### src/rtl/sertx_pkg.sv
package sertx_pkg;

    localparam int unsigned DW    = 8;
    localparam int unsigned IDX_W = 4;
    localparam int unsigned DIW   = $clog2(DW);

    typedef struct packed {
        logic          nine_mode;
        logic          ninth;
        logic [DW-1:0] data;
    } frame_t;

    // Index of the stop bit inside a frame (start bit is index 0).
    function automatic logic [IDX_W-1:0] stop_idx(input frame_t f);
        return f.nine_mode ? IDX_W'(DW + 2) : IDX_W'(DW + 1);
    endfunction

    // Line level for bit position idx of frame f.
    function automatic logic line_level(input frame_t f, input logic [IDX_W-1:0] idx);
        logic lvl;
        if (idx == '0)
            lvl = 1'b0;
        else if (idx <= IDX_W'(DW))
            lvl = f.data[DIW'(idx - IDX_W'(1))];
        else if (idx == IDX_W'(DW + 1))
            lvl = f.nine_mode ? f.ninth : 1'b1;
        else
            lvl = 1'b1;
        return lvl;
    endfunction

endpackage

### src/rtl/sertx_hold.sv
module sertx_hold
    import sertx_pkg::*;
(
    input  logic          clk,
    input  logic          rst,
    input  logic          en,
    input  logic          wr_valid,
    input  logic [DW-1:0] wr_data,
    input  logic          nine_wr,
    input  logic          nine_val,
    input  logic          nine_mode,
    input  logic          take,
    output logic          full,
    output frame_t        frame
);

    logic nine_q;

    always_ff @(posedge clk) begin
        if (rst)
            nine_q <= 1'b0;
        else if (nine_wr)
            nine_q <= nine_val;
    end

    always_ff @(posedge clk) begin
        if (rst || !en) begin
            full  <= 1'b0;
            frame <= '0;
        end else if (take) begin
            full <= 1'b0;
        end else if (wr_valid && !full) begin
            full            <= 1'b1;
            frame.data      <= wr_data;
            frame.ninth     <= nine_q;
            frame.nine_mode <= nine_mode;
        end
    end

endmodule

### src/rtl/sertx_bit_timer.sv
module sertx_bit_timer #(
    parameter int unsigned OVS = 16
) (
    input  logic clk,
    input  logic rst,
    input  logic run,
    input  logic restart,
    input  logic tick,
    output logic bit_end
);

    localparam int unsigned SW = (OVS > 1) ? $clog2(OVS) : 1;
    localparam logic [SW-1:0] LAST = SW'(OVS - 1);

    logic [SW-1:0] sub;

    always_ff @(posedge clk) begin
        if (rst || !run || restart)
            sub <= '0;
        else if (tick)
            sub <= (sub == LAST) ? '0 : sub + 1'b1;
    end

    assign bit_end = run && tick && (sub == LAST);

endmodule

### src/rtl/sertx_shift.sv
module sertx_shift
    import sertx_pkg::*;
(
    input  logic   clk,
    input  logic   rst,
    input  logic   en,
    input  logic   tick,
    input  logic   hold_full,
    input  frame_t hold_frame,
    input  logic   bit_end,
    output logic   take,
    output logic   busy,
    output logic   line
);

    frame_t           cur;
    logic [IDX_W-1:0] idx;
    logic             at_stop_end;

    assign at_stop_end = bit_end && (idx == stop_idx(cur));
    assign take        = en && tick && hold_full && (!busy || at_stop_end);

    always_ff @(posedge clk) begin
        if (rst || !en) begin
            busy <= 1'b0;
            idx  <= '0;
            cur  <= '0;
        end else if (take) begin
            busy <= 1'b1;
            idx  <= '0;
            cur  <= hold_frame;
        end else if (bit_end) begin
            if (at_stop_end)
                busy <= 1'b0;
            else
                idx <= idx + 1'b1;
        end
    end

    assign line = busy ? line_level(cur, idx) : 1'b1;

endmodule

### src/rtl/sertx_dbuf.sv
module sertx_dbuf
    import sertx_pkg::*;
#(
    parameter int unsigned OVS = 16
) (
    input  logic          clk,
    input  logic          rst,
    input  logic          tick_i,
    input  logic          tx_en_i,
    input  logic          wr_valid_i,
    input  logic [DW-1:0] wr_data_i,
    input  logic          nine_wr_i,
    input  logic          nine_val_i,
    input  logic          nine_mode_i,
    input  logic          irq_en_i,
    output logic          tx_o,
    output logic          tx_oe_o,
    output logic          hold_empty_o,
    output logic          shift_empty_o,
    output logic          irq_o
);

    logic   hold_full;
    frame_t hold_frame;
    logic   take;
    logic   busy;
    logic   bit_end;
    logic   line;

    sertx_hold u_hold (
        .clk       (clk),
        .rst       (rst),
        .en        (tx_en_i),
        .wr_valid  (wr_valid_i),
        .wr_data   (wr_data_i),
        .nine_wr   (nine_wr_i),
        .nine_val  (nine_val_i),
        .nine_mode (nine_mode_i),
        .take      (take),
        .full      (hold_full),
        .frame     (hold_frame)
    );

    sertx_bit_timer #(.OVS(OVS)) u_timer (
        .clk     (clk),
        .rst     (rst),
        .run     (busy),
        .restart (take),
        .tick    (tick_i),
        .bit_end (bit_end)
    );

    sertx_shift u_shift (
        .clk        (clk),
        .rst        (rst),
        .en         (tx_en_i),
        .tick       (tick_i),
        .hold_full  (hold_full),
        .hold_frame (hold_frame),
        .bit_end    (bit_end),
        .take       (take),
        .busy       (busy),
        .line       (line)
    );

    assign tx_o          = line;
    assign tx_oe_o       = tx_en_i;
    assign hold_empty_o  = !hold_full;
    assign shift_empty_o = !busy;
    assign irq_o         = irq_en_i && !hold_full;

endmodule

### config.mk
export PLATFORM = sky130hd
export DESIGN_NAME = sertx_dbuf
export DESIGN_NICKNAME = d
export VERILOG_FILES = /design/src/rtl/sertx_pkg.sv /design/src/rtl/sertx_hold.sv /design/src/rtl/sertx_bit_timer.sv /design/src/rtl/sertx_shift.sv /design/src/rtl/sertx_dbuf.sv
export SDC_FILE = /design/constraint.sdc
export NUM_CORES = 1
export LEC_CHECK = 0
export BUFFER_PORTS_ARGS = -buffer_cell sky130_fd_sc_hd__clkbuf_2
export CORE_MARGIN = 2
export CORE_UTILIZATION = 57
export CTS_CLUSTER_SIZE = 30
export DETAILED_ROUTE_END_ITERATION = 7
export GPL_TIMING_DRIVEN = 0
export PLACE_DENSITY = 0.84
export RECOVER_POWER = 25
export SLEW_MARGIN = 30
export SYNTH_ARGS = -nofsm -noshare
export SYNTH_HDL_FRONTEND = slang
export SYNTH_SLANG_ARGS = --single-unit
### constraint.sdc
create_clock -name clk -period 2.1 [get_ports clk]
set_clock_uncertainty 0.05 [all_clocks]
set_input_delay 0 -clock clk [delete_from_list [all_inputs] [get_ports clk]]
set_output_delay 0 -clock clk [all_outputs]
set_load 0.03 [all_outputs]
## Yosys cells after proc, flatten, opt, wreduce, memory -nomap -nowiden

Index checks and enable logic that the tools add are counted.
W data, S select, Z words.

| storage, ports and cells | value |
|---|---|
| bits in registers | 31 |
| bits in latches | 0 |
| RAM bits | 0 |
| ROM bits | 0 |
| output and inout port bits | 5 |
| memories | 0 |

| cells by class | value |
|---|---|
| $add $sub $neg | 3 |
| multipliers | 0 |
| div/mod/pow operators | 0 |
| $lt $le $gt $ge | 2 |
| equality and inequality tests | 3 |
| shifts and indexed selects | 0 |
| multiplexer cells | 12 |
| bitwise operators | 2 |
| reductions and logical operators | 22 |

Operators with widths:

| kind | number |
|---|---|
| $mux W1 | 9 |
| $add A4 B1 Y4 const B | 2 |
| $eq A4 B4 Y1 const B | 2 |
| $logic_and A1 B1 Y1 | 8 |
| $reduce_and A2 Y1 | 3 |
| $eq A4 B4 Y1 | 1 |
| $le A4 B4 Y1 const B | 1 |
| $logic_not A4 Y1 | 1 |
| $logic_or A1 B1 Y1 | 4 |
| $lt A3 B4 Y1 const B | 1 |
| $mux W4 | 1 |
| $reduce_bool A2 Y1 | 2 |
| $bmux W1 S3 | 1 |
| $logic_not A1 Y1 | 3 |
| $sub A3 B1 Y3 const B | 1 |
| $mux W2 | 1 |
| $not A1 Y1 | 2 |
| $reduce_or A2 Y1 | 1 |

## Depth between registers and ports, before layout

| logic depth | value |
|---|---|
| word-level depth | 7 |
| mapped depth | 7 |
| depth with buffers taken out | 6 |

## Cells and area by module

From an unflattened synthesis, not the netlist that was laid out.

| second synthesis, totals | value |
|---|---|
| cells, all modules | 177 |
| area total of the unflattened synthesis | 1680.4 µm² |

By module, submodules not included:

| module | times used | cells an instance | area an instance (µm²) |
|---|---|---|---|
| sertx_shift | 1 | 98 | 897.1 |
| sertx_hold | 1 | 52 | 559.3 |
| sertx_bit_timer | 1 | 23 | 202.7 |
| sertx_dbuf | 1 | 4 | 21.3 |

## Worst setup path before layout

OpenSTA, ideal clock, no wires.

| timing | value |
|---|---|
| path type | register to output |
| start | register u_shift.idx[0] |
| end | output port tx_o |
| arrival | 2019 ps |
| setup slack | 31 ps |
| stages on the path, launching flop included | 7 |
| buffers on the path | 0 |
| cell sequence | dfxtp_1 inv_1 ha_1 mux4_1 mux2i_1 a21oi_1 o41a_1 |

| between the ends | value |
|---|---|
| word-level cells in the longest chain between the ends | 6 |
| elaborated cells on any way between the ends | 10 |
| classes of those cells | add/sub: 1; order compare: 1; eq/ne: 1; mux: 6; reduce/logical: 1 |

RTL lines:

| item | RTL line | RTL |
|---|---|---|
| start: declaration | sertx_shift.sv:17 | `logic [IDX_W-1:0] idx;` |
| start signal: assignment | sertx_shift.sv:36 | `idx <= idx + 1'b1;` |
| $sub A3 B1 Y3 | sertx_pkg.sv:24 | `lvl = f.data[DIW'(idx - IDX_W'(1))];` |
| $bmux W1 S3 | sertx_pkg.sv:24 |  |
| $mux W1 (implied by the code) | sertx_pkg.sv:24 |  |
| $mux W1 | sertx_pkg.sv:23 | `else if (idx <= IDX_W'(DW))` |
| $mux W1 * | sertx_pkg.sv:21 | `if (idx == '0)` |
| $mux W1 * | sertx_shift.sv:40 | `assign line = busy ? line_level(cur, idx) : 1'b1;` |
| end: declaration | sertx_dbuf.sv:16 | `output logic tx_o,` |

Mark *: on every way between the ends. The rest lies on a longest branch, timed or not. The select of a mux whose other input is x is not followed.

## Final worst setup path

Same ends and word-level chain as after synthesis.

==> reports/results.txt <==
Via count -> 1,726
Slew headroom -> 69.83%
Met1 Use GR -> 38.78%
WL per Instance -> 15.73 um
Grt peak-use layer -> met2
Status -> finished, violations left
Pwr Density -> 489.7 mW/mm^2
Synthesis-to-finish area growth -> 23.81%
Pins over their slew limit -> 0
Grt met2 use -> 45.87%
Asr flop ratio synth -> 0%
Synthesized flop and latch total -> 31
Inserted Clock Buffers -> 5
Placement Setup Slack -> -191.2 ps
Synth area leader -> dfxtp_1
Clock transition at path regs -> 100 ps
Clock sink count -> 31
Port bufs -> 20
1st-pass router iterations -> 6
Worst hold path type -> input pin to flop
RSZ-0062 raised after global routing -> yes
Initial Util -> 61.06%
Share of layout cells above drive strength 1 -> 17.20%
Ports -> 22
First-pass GRT wire length -> 7486 um
Crit path DAT -> 2230 ps
Final Critical Period -> 2276 ps
Seq pwr share -> 57.7%
Antenna violations before repair -> 0
Post-route DRC -> 1
Req. time, crit path -> 2050 ps
Clock Power Share -> 31.9%
Chip width -> 58.82 um
Area post-placement -> 0.001852 sq mm
Crit start category -> flop
Most instantiated cells after synthesis -> 31 x dfxtp_1, 25 x nand2_1, 17 x a21oi_1, 16 x nand3_1
Die area -> 0.003460 sq mm
Final antenna-violating net count -> 0
Initial detailed-routing violation count -> 132
Largest net degree at the start of global routing -> 11
CTS tree -> built
Max Clk Rate -> 439.4 MHz
Syn Inst Count -> 202
Worst Setup Slack, final -> -175.9 ps
Failing checks -> design-rule violations, negative setup slack
Vias in the first global route -> 1,627
Worst-margin pin slew -> 452.6 ps
Clk root buf -> clkbuf_4
Post-detail-place hpwl -> 2760 um
Net count after synthesis -> 224
Synthesized area -> 0.001713 sq mm
Library cells used by synthesis -> 34
Area contributors post-synth -> dfxtp_1 36%, mux4_1 6.1%, and4_1 5.6%
Nets -> 271
GRT Util Overall -> 28.65%
Met3 Usage GRT -> 6.154%
Final hold violation count -> 0
DRT Wirelength -> 4420 um
Crit path capture type -> output port
RePlAce Congestion -> 0.8459
Total core area -> 0.002805 sq mm
Syn avg cell area -> 8.480 sq um
Hold WS -> 221.8 ps
Fillers -> 190
Leak -> 0.8140 nW
Crit Path Max Fanout -> 3
Primary FF master, synth -> dfxtp_1
H-tree depth -> 2
Drt via density -> 6.142
Worst skew pair latency -> 340 ps
CP Class -> flop to output port
Max Cap Violations -> 0
Ys Warns -> 0
Peak supply drop -> 0.4098 mV
Combinational power share -> 10.4%
Diode count -> 0
Sw Ratio -> 25.98%
Seq/Total Area, Yosys -> 36.23%
Sw Pwr -> 0.2699 mW
Final worst-path cycle share -> 108.4%
Pwr Total -> 1.039 mW
Post-synth EDFFs -> 0
Synth top area share -> 36.23%
Rows -> 19
Top-count cell post-synth -> dfxtp_1
Congestion Overflow GR -> 0
Die height -> 58.82 um
Final setup vio count -> 1
Pint -> 0.7687 mW
Finished Cell Area -> 0.002121 sq mm
CTS Buffer Depth -> 2
[stage by stage]
step	setup TNS, ps	util [%]	instances
global route	-238.9	75.60	281
CTS	-204.4	75.42	281
global placement	-146.7	66.01	253
finish	-175.9	75.60	281
detailed placement	-191.2	66.01	253
floorplan	0	-	202
[worst max-delay path, cell delays in order (launching register included)]
cell and delay (ps):
dfxtp_4 370, inv_6 60, ha_4 150, mux4_2 490, mux2i_1 190, nor3_1 80
o41a_1 390, clkbuf_8 170
[final timing paths]
| check | from | end | slack, ps | cells past startpoint |
|---|---|---|---|---|
| setup / recovery | u_shift.idx[0] | tx_o | -180 | 7 |
| hold / removal | tx_en_i | u_shift.idx[3] | 220 | 5 |
| setup reg to reg | u_timer.sub[0] | u_hold.full | 150 | 6 |
| hold reg to reg | u_hold.nine_q | u_hold.frame[8] | 410 | 2 |
[layout by cell type, fill, tap and decap left out, types with 10 or more instances in the layout]
cell / synthesis / routed
clkbuf_2: 0 / 16
and4_1: 11 / 11
clkbuf_1: 11 / 16
nor2_1: 10 / 10
o211ai_1: 11 / 11
a31oi_1: 11 / 10
dlygate4sd3_1: 0 / 14
nand4_1: 10 / 10
nand2_1: 25 / 25
dfxtp_1: 31 / 29
nand3_1: 16 / 16
a21oi_1: 17 / 17
[power groups by stage]
stage	logic, mW	clock network [mW]	registers (mW)
2_1_floorplan	0.0526	0	0.614
3_5_place_dp	0.0822	0	0.616
6_report	0.108	0.331	0.599
5_1_grt	0.118	0.360	0.601
4_1_cts	0.103	0.329	0.599
3_3_place_gp	0.0804	0	0.615
[sequential cells by signal, indices dropped and copies added, names as in the netlist]
| register | flops |
|---|---|
| u_hold.frame | 10 |
| u_shift.cur | 10 |
| u_shift.idx | 4 |
| u_timer.sub | 4 |
| u_hold.full | 1 |
| u_hold.nine_q | 1 |
| u_shift.busy | 1 |
[cell families after synthesis]
| family | synth area share (%) |
|---|---|
| simple gates | 27.61 |
| compound gates | 17.90 |
| flops | 36.23 |
| buf+inv | 5.114 |
| mux | 8.473 |
| fa+ha+maj | 3.652 |
| xor+xnor | 1.023 |
[what timing repair did]
item	in CTS	in global routing
endpoints found under the hold margin	13	0
setup buffers	6	0
pin swaps	4	2
resized for setup	15	2
hold buffers	14	0
endpoints found under the setup margin	1	6
[area by class of cell]
cell class                      instances  area [sq um]  area share [%]
Buffer                                 16         68.82           3.245
Clock buffer                            7         45.04           2.124
Clock inverter                          1         5.005          0.2360
Inverter                                5         26.28           1.239
Multi-Input combinational cell        150          1018           48.02
Sequential cell                        31         628.1           29.62
Tap cell                               31         38.79           1.829
Timing Repair Buffer                   40         290.3           13.69
[per-layer routing]
metal | wire length [um] | vias up
met5 | 0 | -
met4 | 45 | 0
met1 | 2001 | 805
met2 | 2145 | 55
li1 | - | 859
met3 | 227 | 7
(Power assumes the default switching activity.)
